--- src/rtl/irq_mask_pkg.sv ---
package irq_mask_pkg;
  typedef enum logic [1:0] {
    SEL_SET  = 2'd0,
    SEL_CLR  = 2'd1,
    SEL_MASK = 2'd2,
    SEL_STAT = 2'd3
  } reg_sel_e;

  localparam int WIN_BITS = 4;
endpackage

--- src/rtl/irq_mask_level.sv ---
module irq_mask_level #(
  parameter int SRC_W = 32
) (
  input  logic             clk,
  input  logic             rst_n,
  input  logic             set_stb,
  input  logic             clr_stb,
  input  logic [SRC_W-1:0] wbits,
  input  logic [SRC_W-1:0] src,
  output logic [SRC_W-1:0] mask_o,
  output logic [SRC_W-1:0] stat_o,
  output logic             irq_o
);
  logic [SRC_W-1:0] mask_q;
  logic [SRC_W-1:0] stat_q;

  always_ff @(posedge clk or negedge rst_n) begin
    if (!rst_n) begin
      mask_q <= '1;
      stat_q <= '0;
    end else begin
      stat_q <= src;
      if (set_stb)      mask_q <= mask_q | wbits;
      else if (clr_stb) mask_q <= mask_q & ~wbits;
    end
  end

  assign mask_o = mask_q;
  assign stat_o = stat_q;
  assign irq_o  = |(stat_q & ~mask_q);

  AST_SET_FORCES_ONE: assert property (@(posedge clk) disable iff (!rst_n)
    set_stb |=> ((mask_q & $past(wbits)) == $past(wbits)));
  AST_SET_KEEPS_REST: assert property (@(posedge clk) disable iff (!rst_n)
    set_stb |=> ((mask_q & ~$past(wbits)) == ($past(mask_q) & ~$past(wbits))));
  AST_CLR_FORCES_ZERO: assert property (@(posedge clk) disable iff (!rst_n)
    (clr_stb && !set_stb) |=> ((mask_q & $past(wbits)) == '0));
  AST_MASK_UNTOUCHED: assert property (@(posedge clk) disable iff (!rst_n)
    (!set_stb && !clr_stb) |=> (mask_q == $past(mask_q)));
  AST_STATUS_TRACKS: assert property (@(posedge clk) disable iff (!rst_n)
    rst_n |=> (stat_q == $past(src)));
  AST_FULL_MASK_SILENT: assert property (@(posedge clk) disable iff (!rst_n)
    (mask_q == '1) |-> !irq_o);
  AST_NO_STATUS_SILENT: assert property (@(posedge clk) disable iff (!rst_n)
    (stat_q == '0) |-> !irq_o);
endmodule

--- src/rtl/irq_reg_decode.sv ---
module irq_reg_decode
  import irq_mask_pkg::*;
#(
  parameter int NLVL  = 4,
  parameter int SRC_W = 32
) (
  input  logic                        clk,
  input  logic                        rst_n,
  input  logic                        bus_wr,
  input  logic                        bus_rd,
  input  logic [$clog2(NLVL)+3:0]     bus_addr,
  input  logic [NLVL-1:0][SRC_W-1:0]  mask_i,
  input  logic [NLVL-1:0][SRC_W-1:0]  stat_i,
  output logic [NLVL-1:0]             set_stb,
  output logic [NLVL-1:0]             clr_stb,
  output logic [SRC_W-1:0]            rdata
);
  localparam int LW = $clog2(NLVL);

  logic [LW-1:0]    lvl;
  reg_sel_e         sel;
  logic             hit;
  logic [SRC_W-1:0] rd_next;

  assign lvl = bus_addr[WIN_BITS+LW-1:WIN_BITS];
  assign sel = reg_sel_e'(bus_addr[3:2]);
  assign hit = (bus_addr[1:0] == 2'b00) && (int'(lvl) < NLVL);

  for (genvar g = 0; g < NLVL; g++) begin : g_strobe
    assign set_stb[g] = bus_wr && hit && (int'(lvl) == g) && (sel == SEL_SET);
    assign clr_stb[g] = bus_wr && hit && (int'(lvl) == g) && (sel == SEL_CLR);
  end

  always_comb begin
    rd_next = '0;
    if (hit) begin
      case (sel)
        SEL_MASK: rd_next = mask_i[lvl];
        SEL_STAT: rd_next = stat_i[lvl];
        default:  rd_next = '0;
      endcase
    end
  end

  always_ff @(posedge clk or negedge rst_n) begin
    if (!rst_n)      rdata <= '0;
    else if (bus_rd) rdata <= rd_next;
  end

  AST_ONE_LEVEL_STROBE: assert property (@(posedge clk) disable iff (!rst_n)
    $onehot0(set_stb | clr_stb));
  AST_RDATA_HOLDS: assert property (@(posedge clk) disable iff (!rst_n)
    !bus_rd |=> $stable(rdata));
endmodule

--- src/rtl/irq_mask_ctrl.sv ---
module irq_mask_ctrl #(
  parameter int NLVL   = 4,
  parameter int SRC_W  = 32,
  parameter int DB_BIT = 8
) (
  input  logic                    clk,
  input  logic                    rst_n,
  input  logic                    bus_wr,
  input  logic                    bus_rd,
  input  logic [$clog2(NLVL)+3:0] bus_addr,
  input  logic [SRC_W-1:0]        bus_wdata,
  output logic [SRC_W-1:0]        bus_rdata,
  input  logic [NLVL*SRC_W-1:0]   src_vec,
  input  logic                    db_req,
  output logic [NLVL-1:0]         irq_out
);
  logic [NLVL-1:0][SRC_W-1:0] mask_w;
  logic [NLVL-1:0][SRC_W-1:0] stat_w;
  logic [NLVL-1:0][SRC_W-1:0] src_eff;
  logic [NLVL-1:0]            set_stb;
  logic [NLVL-1:0]            clr_stb;
  logic [SRC_W-1:0]           db_bits;

  assign db_bits = db_req ? (SRC_W'(1) << DB_BIT) : '0;

  irq_reg_decode #(.NLVL(NLVL), .SRC_W(SRC_W)) u_dec (
    .clk      (clk),
    .rst_n    (rst_n),
    .bus_wr   (bus_wr),
    .bus_rd   (bus_rd),
    .bus_addr (bus_addr),
    .mask_i   (mask_w),
    .stat_i   (stat_w),
    .set_stb  (set_stb),
    .clr_stb  (clr_stb),
    .rdata    (bus_rdata)
  );

  for (genvar g = 0; g < NLVL; g++) begin : g_lvl
    if (g == 0) begin : g_db
      assign src_eff[g] = src_vec[g*SRC_W +: SRC_W] | db_bits;
    end else begin : g_plain
      assign src_eff[g] = src_vec[g*SRC_W +: SRC_W];
    end

    irq_mask_level #(.SRC_W(SRC_W)) u_lvl (
      .clk     (clk),
      .rst_n   (rst_n),
      .set_stb (set_stb[g]),
      .clr_stb (clr_stb[g]),
      .wbits   (bus_wdata),
      .src     (src_eff[g]),
      .mask_o  (mask_w[g]),
      .stat_o  (stat_w[g]),
      .irq_o   (irq_out[g])
    );
  end

  AST_DOORBELL_LANDS: assert property (@(posedge clk) disable iff (!rst_n)
    db_req |=> stat_w[0][DB_BIT]);
  AST_RESET_QUIET: assert property (@(posedge clk)
    !rst_n |-> (irq_out == '0 && bus_rdata == '0));
endmodule

--- config.mk ---
export PLATFORM = sky130hd
export DESIGN_NAME = irq_mask_ctrl
export DESIGN_NICKNAME = d
export VERILOG_FILES = /design/src/rtl/irq_mask_pkg.sv /design/src/rtl/irq_mask_level.sv /design/src/rtl/irq_reg_decode.sv /design/src/rtl/irq_mask_ctrl.sv
export SDC_FILE = /design/constraint.sdc
export NUM_CORES = 1
export LEC_CHECK = 0
export ABC_AREA = 1
export BUFFER_PORTS_ARGS = -buffer_cell sky130_fd_sc_hd__buf_2
export CORE_ASPECT_RATIO = 2
export CORE_MARGIN = 8
export CORE_UTILIZATION = 25
export DETAILED_ROUTE_END_ITERATION = 10
export PLACE_DENSITY_LB_ADDON = 0.08
export SETUP_SLACK_MARGIN = 0.5
export SYNTH_ARGS = -nofsm -noshare
export SYNTH_HDL_FRONTEND = slang
export SYNTH_HIERARCHICAL = 1
export SYNTH_SLANG_ARGS = --single-unit
--- constraint.sdc ---
create_clock -name clk -period 0.95 [get_ports clk]
set_input_delay 0.0475 -clock clk [delete_from_list [all_inputs] [get_ports clk]]
set_output_delay 0.0475 -clock clk [all_outputs]
set_load 0.005 [all_outputs]
==> results.toml, run 1 <==
[final_layout]
nNetsFinal = 2518
fill_cells = 5600
syn_to_final_growth_pct = 59.6
drive_above_1_share = 0.384
finalInstanceArea_um2 = 22000

[routing]
wire_per_inst_um = 19.6
drtIter0Drc = 811
vias_per_cell = 4.45
num_vias = 13600
drc = 0
dr.pass1.iters = 5
postRouteAntennaNets = 0
drt_wl_total_mm = 59.9

[timing]
skew_ns = 0.0136
fin_crit_ns = 2.04
whs_ns = -0.607
post-route-period-util = 2.15
rsz0062_at_grt = "yes"
fin_setup_tns_ns = -20.25
setup-violations-final = 120
fmax_ghz = 0.490
worst_slack_ns = -1.09
hold_viol = 253
drv_slew = 0
tightest_slew_ns = 0.854
relSlewSlack = 0.429

[setup_path]
cp_max_fo = 2
arrival_ns = 1.99
rr_worst_depth = 10
start_kind = "register"
cp-end-kind = "output port"
required_ns = 0.90
path_class = "register to output port"

[floorplan]
die_w_um = 182
fp.coreArea_um2 = 54500
pin_count = 207
die_h_um = 348
initial_utilization = 0.253
rows = 121
die_area_um2 = 63300

[placed_design]
gp_congestion = 0.827
place_area_um2 = 17600
dp_hpwl_mm = 43.1
io_buffers = 206

[global_routing]
antenna_found_initial = 5
grt_pass1_vias = 14400
grt_max_degree = 43
overflow = 0
grt_pass1_wl_mm = 89.3
grt_util_all_layers = 0.187

[yosys]
yosys_warnings = 6
syn-mean-instance-area_um2 = 7.87
yosysUniqueCellTypes = 16
syn_inst = 1751
ys_ff_latch = 288
yosysMostFrequentCell = "nand2_1"
syn-num-nets = 1922
async_flop_share = 1.00
ys_top_cells_by_area = "dfrtp_1 (29%), nand2_1 (26%), dfstp_2 (24%)"
seq_area_frac_synth = 0.535
synth_top_cells_by_count = "nand2_1 (949), inv_1 (167), dfrtp_1 (160)"
yosysTopAreaCell = "dfrtp_1"
synth_area_um2 = 13800
synth.top_cell.area_share = 0.291
ys.flop_type = "dfrtp_1"
synth_edf_count = 0

[power]
leakage_nw = 10.8
seqPwrFrac = 0.415
clock_power_share = 0.379
switching_share = 0.273
p_per_area_nw_per_um2 = 1610
total_power_w = 0.0353
vdd.ir_drop.worst_uv = 1210
p_sw_w = 0.00965
internal_power_w = 0.0257
power_frac_comb = 0.206

[clock_network]
cts_tree = "yes"
clk_path_buf_depth = 3
clock_sinks = 288
root_buffer = "clkbuf_16"
clk_pin_slew_ns = 0.07
cts_buffers = 31
clock_latency_ns = 0.59
cts_max_level = 1

[worst_hold_path]
hold_path_class = "input port to asynchronous set/reset pin"

[run_status]
violations = "hold timing, setup timing"
status = "finished with violations"

[flow_run]
max-cap-violations = 0
## cells in the final DEF, fill, tap and decap left out, types with 2 or more instances in the layout
master         instances
nand2_2              123
buf_6                144
o21ai_0                5
buf_8                  3
bufinv_16              6
nand2_1              811
o21ai_1                6
dlygate4sd3_1        140
inv_1                154
dfstp_2              128
buf_12                41
clkbuf_8               5
buf_2                199
clkbuf_1               2
nor2_4                22
nand3_2               32
clkbuf_16             34
nand3_4                2
nor2_2                18
nand3b_1               7
nand3_1               34
buf_4                108
inv_2                 12
clkinv_2               6
dfrtp_1              160
buf_16                 2
nand2_4               15
diode_2                5
clkinvlp_4             5
nor2_1                12
a22o_1               128
## cell type report
cell class                 count  area (um^2)  area share
sequential                   288         7370       0.335
multi-input combinational   1217         6170       0.281
timing repair buffer         641         5830       0.265
clock buffer                  38          852      0.0388
tap                          676          846      0.0385
inverter                     168          634      0.0289
clock inverter                19          264      0.0120
antenna                        5         12.5    0.000569
## routing by layer
metal | track usage | routed length, um | vias up
met2 | 0.336 | 30800 | 333
met4 | 0.0684 | 1940 | 2
met1 | 0.221 | 24600 | 6532
li1 | - | - | 6617
met3 | 0.0274 | 2490 | 85
met5 | 0 | 13 | -
## power by group through the flow
stage	Combinational [W]	Sequential [W]	Clock, W
6_report	0.00728	0.0147	0.0134
4_1_cts	0.00688	0.0146	0.0140
5_1_grt	0.00798	0.0148	0.0143
3_5_place_dp	0.00578	0.0147	0
3_3_place_gp	0.00578	0.0147	0
2_1_floorplan	0.00243	0.0146	0
## repair_timing
action | 4_1_cts | 5_1_grt
buffers inserted | 17 | 32
pin swaps | 132 | 112
setup endpoints to repair | 196 | 338
cloned | 2 | 4
gates resized for setup | 211 | 187
hold buffers | 140 | 1
endpoints found under the hold margin | 576 | 388
## path summary, 6_finish.rpt
path	slack, ns	to	start
max reg2reg	-0.27	u_dec/rdata[24]	register
max	-1.09	irq_out[3]	register
max in group asynchronous	-0.11	asynchronous set/reset pin	rst_n
min in group clk	-0.19	register	bus_wdata[19]
min reg2reg	0.48	u_dec/rdata[16]	u_dec/rdata[16]
min	-0.61	u_dec/rdata[15]	rst_n
## cells by family (layout without fill, tap and decap cells)
family                 Yosys count  after routing  share of synthesized area
AND/OR/NAND/NOR               1077           1077                      0.302
buffers and inverters          246            866                     0.0775
other                            0              5                          0
flip-flops                     288            288                      0.535
AO/OA/AOI/OAI                  140            140                     0.0858
## critical path, stage by stage, from the launching register on
cell     delay, ns
dfstp_2       0.53
inv_1         0.04
nand2_1       0.05
nand2_1       0.14
nor2_1        0.19
nand2_2       0.09
nor2_4        0.15
nand2_4       0.09
buf_6         0.12
## stage by stage
step	setup slack (ns)	util	hold WS, ns	cells
finish	-1.09	0.403	-0.607	3052
global route	-1.17	0.403	-0.623	3047
CTS	-1.18	0.386	-0.651	3011
detailed placement	-0.915	0.323	-0.0291	2795
global placement	-0.937	0.323	-0.0269	2795
floorplan	-0.200	-	-0.248	1751
No activity file was read; power rests on OpenSTA's default activity.
==> run 2, diff against run 1 <==
- SYNTH_HIERARCHICAL: 1 -> default
==> run 2 against run 1 <==
Effect of this change:
- the run still ends with hold timing, setup timing left
- register-to-register slack got worse by 0.05 ns
- die area is 1.1% lower
- clock skew down 0.0011 ns
- non-clock buffer count grew 9
- setup slack improved by 0.075 ns
- global-route usage rose by 0.72 points
- worst hold slack improved by 0.10 ns
- clock-buffer cell count increased by 2
- maximum frequency up 3.8%
- clock power is 5% lower
- cell count increased by 2.9%
- sequential share of layout area barely moved
==> results.toml, run 2 <==
[routing]
dr.pass1.iters = 7
drc = 0
drtIter0Drc = 578
drt_wl_total_mm = 61.7
num_vias = 13800
vias_per_cell = 4.40
wire_per_inst_um = 19.6
postRouteAntennaNets = 0

[timing]
drv_slew = 0
worst_slack_ns = -1.01
tightest_slew_ns = 0.475
whs_ns = -0.503
setup-violations-final = 71
skew_ns = 0.0125
fin_setup_tns_ns = -16.71
hold_viol = 289
rsz0062_at_grt = "yes"
relSlewSlack = 0.683
post-route-period-util = 2.07
fin_crit_ns = 1.96
fmax_ghz = 0.509

[placed_design]
gp_congestion = 0.811
io_buffers = 206
dp_hpwl_mm = 44.0
preCtsSetupSlack_ns = -0.785

[final_layout]
final_common_cell = "nand2_1"
drive_above_1_share = 0.389
seqCellArea_um2 = 7370
fill_cells = 5626
mostFrequentLayoutCells = "nand2_1 (835), buf_2 (200), dfrtp_1 (160), dlygate4sd3_1 (160), inv_1 (157)"
syn_to_final_growth_pct = 61.2
multi_input_area_um2 = 6130
nNetsFinal = 2610

[setup_path]
cp-end-kind = "output port"
cpLargestDelayFamily = "flip-flops"
required_ns = 0.90
cp_max_fo = 2
path_class = "register to output port"
crit_buf_inv = 3
crit_path_frequent_cell = "nand2_2"
arrival_ns = 1.92
critPathSlowestCell = "dfstp_2"
critPathMaxStageDelay_ns = 0.54
start_kind = "register"
worstPathCellList = "inv_2 > nand2_2 > o21ai_2 > nor2_1 > buf_4 > nand2_4 > nor2_4 > nand2_2 > buf_2"

[global_routing]
antenna_found_initial = 5
grt_pass1_wl_mm = 92.6
overflow = 0
grt_util_all_layers = 0.194
grt_pass1_vias = 15000
grt_max_degree = 55

[floorplan]
die_w_um = 181
fp.coreArea_um2 = 54200
pin_count = 207
die_area_um2 = 62600
initial_utilization = 0.251
rows = 121
die_h_um = 346

[yosys]
yosysMostFrequentCell = "nand2_1"
synth.top_cell.area_share = 0.294
yosysTopAreaCell = "dfrtp_1"
seq_area_frac_synth = 0.541
synth_edf_count = 0
yosys_warnings = 0
syn-mean-instance-area_um2 = 7.42
synth_top_cells_by_count = "nand2_1 (932), inv_1 (191), dfrtp_1 (160)"
syn_inst = 1835
ys_ff_latch = 288
yosysUniqueCellTypes = 20
ys_top_cells_by_area = "dfrtp_1 (29%), nand2_1 (26%), dfstp_2 (25%)"
syn-num-nets = 2006
ys.flop_type = "dfrtp_1"
synth_area_um2 = 13600
async_flop_share = 1.00

[clock_network]
cts_buffers = 31
clock_sinks = 288
root_buffer = "clkbuf_16"
cts_tree = "yes"
clk_pin_slew_ns = 0.07
clk_path_buf_depth = 3
clock_latency_ns = 0.60
cts_max_level = 1

[power]
total_power_w = 0.0349
p_per_area_nw_per_um2 = 1590
leakage_nw = 11.3
vdd.ir_drop.worst_uv = 1200

[run_status]
violations = "hold timing, setup timing"
status = "finished with violations"

[worst_hold_path]
hold_path_class = "input port to asynchronous set/reset pin"

[flow_run]
max-cap-violations = 0
[run 2: logic make-up (layout without fill, tap and decap cells)]
group,count (synthesis),after routing,synth area share
AOI/OAI and AO/OA,205,205,0.0771
buffers and inverters,276,904,0.0806
DFF,288,288,0.541
other,0,1,0
and+or+nand+nor,1066,1066,0.301
[run 2: cell type report]
type                            count  share of cell area
Clock inverter                     17             0.00855
Multi-Input combinational cell   1271               0.279
Sequential cell                   288               0.336
Timing Repair Buffer              650               0.264
Tap cell                          676              0.0385
Antenna cell                        1            0.000114
Inverter                          197              0.0346
Clock buffer                       40              0.0392
[run 2: path summary, 6_finish.rpt]
check	from	endpoint	depth (start not counted)	slack (ns)
setup / recovery	register	irq_out[2]	9	-1.01
setup reg to reg	register	u_dec.rdata[11]	10	-0.32
min in group clk	db_req	g_lvl[0].u_lvl.stat_o[8]	2	-0.36
max in group asynchronous	rst_n	asynchronous set/reset pin	3	1.02
hold / removal	rst_n	asynchronous set/reset pin	1	-0.50
hold reg to reg	register	register	2	0.46
[run 2: power breakdown]
part | internal [W] | switching, W | total [W]
Clock | 0.00723 | 0.00552 | 0.0127
Combinational | 0.00382 | 0.00360 | 0.00742
Sequential | 0.0139 | 0.000867 | 0.0148
[run 2: through the flow]
| stage | hold WS [ns] | util | cell area (um^2) | cells |
|---|---|---|---|---|
| 3_3_place_gp | 0.125 | 0.325 | 17600 | 2881 |
| 2_1_floorplan | -0.248 | - | 13900 | 1835 |
| 3_5_place_dp | 0.124 | 0.325 | 17600 | 2881 |
| 4_1_cts | -0.536 | 0.389 | 21100 | 3118 |
| 5_1_grt | -0.520 | 0.405 | 21900 | 3139 |
| 6_report | -0.503 | 0.405 | 21900 | 3140 |
[run 2: worst reg2reg max path: stages (launching register included)]
cell and delay (ns):
dfstp_2 0.54, buf_4 0.11, buf_6 0.08, nand2_1 0.05
nand2_1 0.06, nand2_1 0.05, nand2_1 0.06, nand2_1 0.06
nand2_2 0.10, nand2_2 0.06, nand2_2 0.05
[run 2: per-layer routing]
layer / vias up / track usage / wire [um]
met3: 82 / 0.0266 / 2430
li1: 6792 / - / -
met5: - / 0 / 31
met2: 319 / 0.362 / 32600
met1: 6627 / 0.226 / 25000
met4: 6 / 0.0548 / 1660
[run 2: timing repair]
action / CTS / global route
hold buffers: 161 / 2
pin swaps: 134 / 130
cloned: 0 / 2
hold endpoints to repair: 544 / 297
endpoints found under the setup margin: 196 / 200
setup buffers: 19 / 20
gates resized for setup: 249 / 212
==> run 3, diff against run 2 <==
- ABC_AREA: 1 -> default
==> run 3 against run 2 <==
Effect of this change:
- the flow still finishes with violations (hold timing, setup timing)
- core utilization is 1.6 points higher
- sequential share of layout area is 1.0 points higher
- area after synthesis is 6.4% lower
- synthesized cell count shrank 42%
- register-to-register slack got worse by 0.42 ns
- largest cell class unchanged
- largest power group unchanged
==> results.toml, run 3 <==
[run_status]
status = "finished with violations"
violations = "hold timing, setup timing"

[final_layout]
mostFrequentLayoutCells = "buf_2 (197), buf_4 (195), mux2i_1 (179), dfrtp_1 (151)"
nNetsFinal = 1861
finalInstanceArea_um2 = 21300
drive_above_1_share = 0.587
stdcell_count = 2369
syn_to_final_growth_pct = 67.6
final_common_cell = "buf_2"
post-route-util = 0.421
fill_cells = 4941

[setup_path]
rr_worst_depth = 4
start_kind = "register"
r2r-start = "g_lvl[0].u_lvl.stat_o[30]"
required_ns = 0.90
path_class = "register to output port"
cp-end-kind = "output port"
endpoint = "irq_out[1]"
reg2reg_slack_ns = -0.74
r2r_end = "u_dec.rdata[30]"
arrival_ns = 2.31
cp_max_fo = 2

[timing]
relSlewSlack = 0.182
rsz0062_at_grt = "yes"
tightest_slew_ns = 1.22
drv_slew = 0
whs_ns = -0.571
fin_crit_ns = 2.35
fmax_ghz = 0.425
post-route-period-util = 2.48
skew_ns = 0.0176
worst_slack_ns = -1.40
hold_viol = 412
setup-violations-final = 180

[yosys]
yosysUniqueCellTypes = 30
yosysTopAreaCell = "dfrtp_1"
seq_area_frac_synth = 0.578
ys_top_cells_by_area = "dfrtp_1 (31%), dfstp_2 (26%), mux2i_1 (15%)"
yosysMostFrequentCell = "mux2i_1"
synth_top_cells_by_count = "mux2i_1 (185), dfrtp_1 (160), inv_1 (160)"
syn_inst = 1072
synth_edf_count = 0
async_flop_share = 1.00
synth_area_um2 = 12700
synth.top_cell.area_share = 0.314
syn-num-nets = 1243
ys.flop_type = "dfrtp_1"
syn-mean-instance-area_um2 = 11.9
ys_ff_latch = 288
yosys_warnings = 0

[flow_run]
max-cap-violations = 0

[global_routing]
overflow = 0
grt_max_degree = 63
grt_util_all_layers = 0.206
antenna_found_initial = 3
grt_pass1_vias = 12200
grt_pass1_wl_mm = 86.4

[power]
leakage_nw = 11.4
p_per_area_nw_per_um2 = 1640
vdd.ir_drop.worst_uv = 1200

[floorplan]
die_w_um = 176
rows = 117
die_area_um2 = 58900
die_h_um = 335
pin_count = 207
initial_utilization = 0.251
fp.coreArea_um2 = 50700

[placed_design]
dp.cells = 2122
io_buffers = 206
place_area_um2 = 17000
gp_congestion = 0.824
dp_hpwl_mm = 46.0
preCtsSetupSlack_ns = -1.04

[clock_network]
clk_pin_slew_ns = 0.07
cts_max_level = 1
clock_latency_ns = 0.59
cts_tree = "yes"
clk_path_buf_depth = 3
clock_sinks = 288
root_buffer = "clkbuf_16"
cts_buffers = 30

[routing]
wire_per_inst_um = 25.6
drc = 0
dr.pass1.iters = 4
drtIter0Drc = 490
drt_wl_total_mm = 60.7
postRouteAntennaNets = 0
vias_per_cell = 4.52
num_vias = 10700

[worst_hold_path]
hold_path_class = "input port to asynchronous set/reset pin"
run 3: per-stage QoR:
step	power, W	setup TNS [ns]
final	0.0349	-31.84
after global placement	0.0207	-89.84
after global routing	0.0364	-37.84
after CTS	0.0353	-31.40
after detailed placement	0.0207	-91.91
after floorplan	0.0168	-35.32
run 3: what timing repair did:
action	CTS	global route
pin swaps	32	17
setup buffers	39	13
endpoints found under the hold margin	544	417
gates resized for setup	273	81
endpoints found under the setup margin	196	202
cloned	10	0
hold buffers	129	1
run 3: worst min path at each step:
stage | startpoint | endpoint | slack, ns | cells past startpoint
2_1_floorplan | rst_n | g_lvl[0].u_lvl.stat_o[0] | -0.25 | 0
3_3_place_gp | rst_n | g_lvl[3].u_lvl.stat_o[18] | 0.06 | 2
3_5_place_dp | rst_n | g_lvl[3].u_lvl.stat_o[18] | 0.06 | 2
4_1_cts | rst_n | u_dec.rdata[0] | -0.59 | 2
5_1_grt | rst_n | u_dec.rdata[18] | -0.58 | 2
6_report | rst_n | u_dec.rdata[18] | -0.57 | 2
run 3: logic make-up after synthesis:
family	share of synthesized area
multiplexers	0.200
flip-flops	0.578
AO/OA/AOI/OAI	0.0839
AND/OR/NAND/NOR	0.0668
buffers and inverters	0.0706
run 3: critical path: stages, from the launching register on:
cell	delay, ns
dfstp_2	0.54
inv_2	0.04
a22oi_2	0.23
nand4_1	0.25
or4_4	0.50
buf_6	0.14
run 3: cell type report:
type	count	area, um^2	share of cell area
well taps	654	818	0.0383
inverters	160	608	0.0285
diodes	2	5.00	0.000235
multi-input cells	563	5820	0.273
flip-flops and latches	288	7380	0.346
clock buffers	33	803	0.0376
repair buffers	647	5640	0.264
clock inverters	22	268	0.0125
run 3: per-layer routing:
metal | global-route usage | routed length (um)
met1 | 0.214 | 21600
met2 | 0.373 | 32000
met3 | 0.0304 | 2260
met4 | 0.142 | 4720
met5 | 0 | 23
run 3: power breakdown:
group	leakage, nW	switching [W]	internal (W)
Sequential	3.27	0.000842	0.0139
Clock	0.521	0.00554	0.00750
Combinational	7.58	0.00344	0.00371
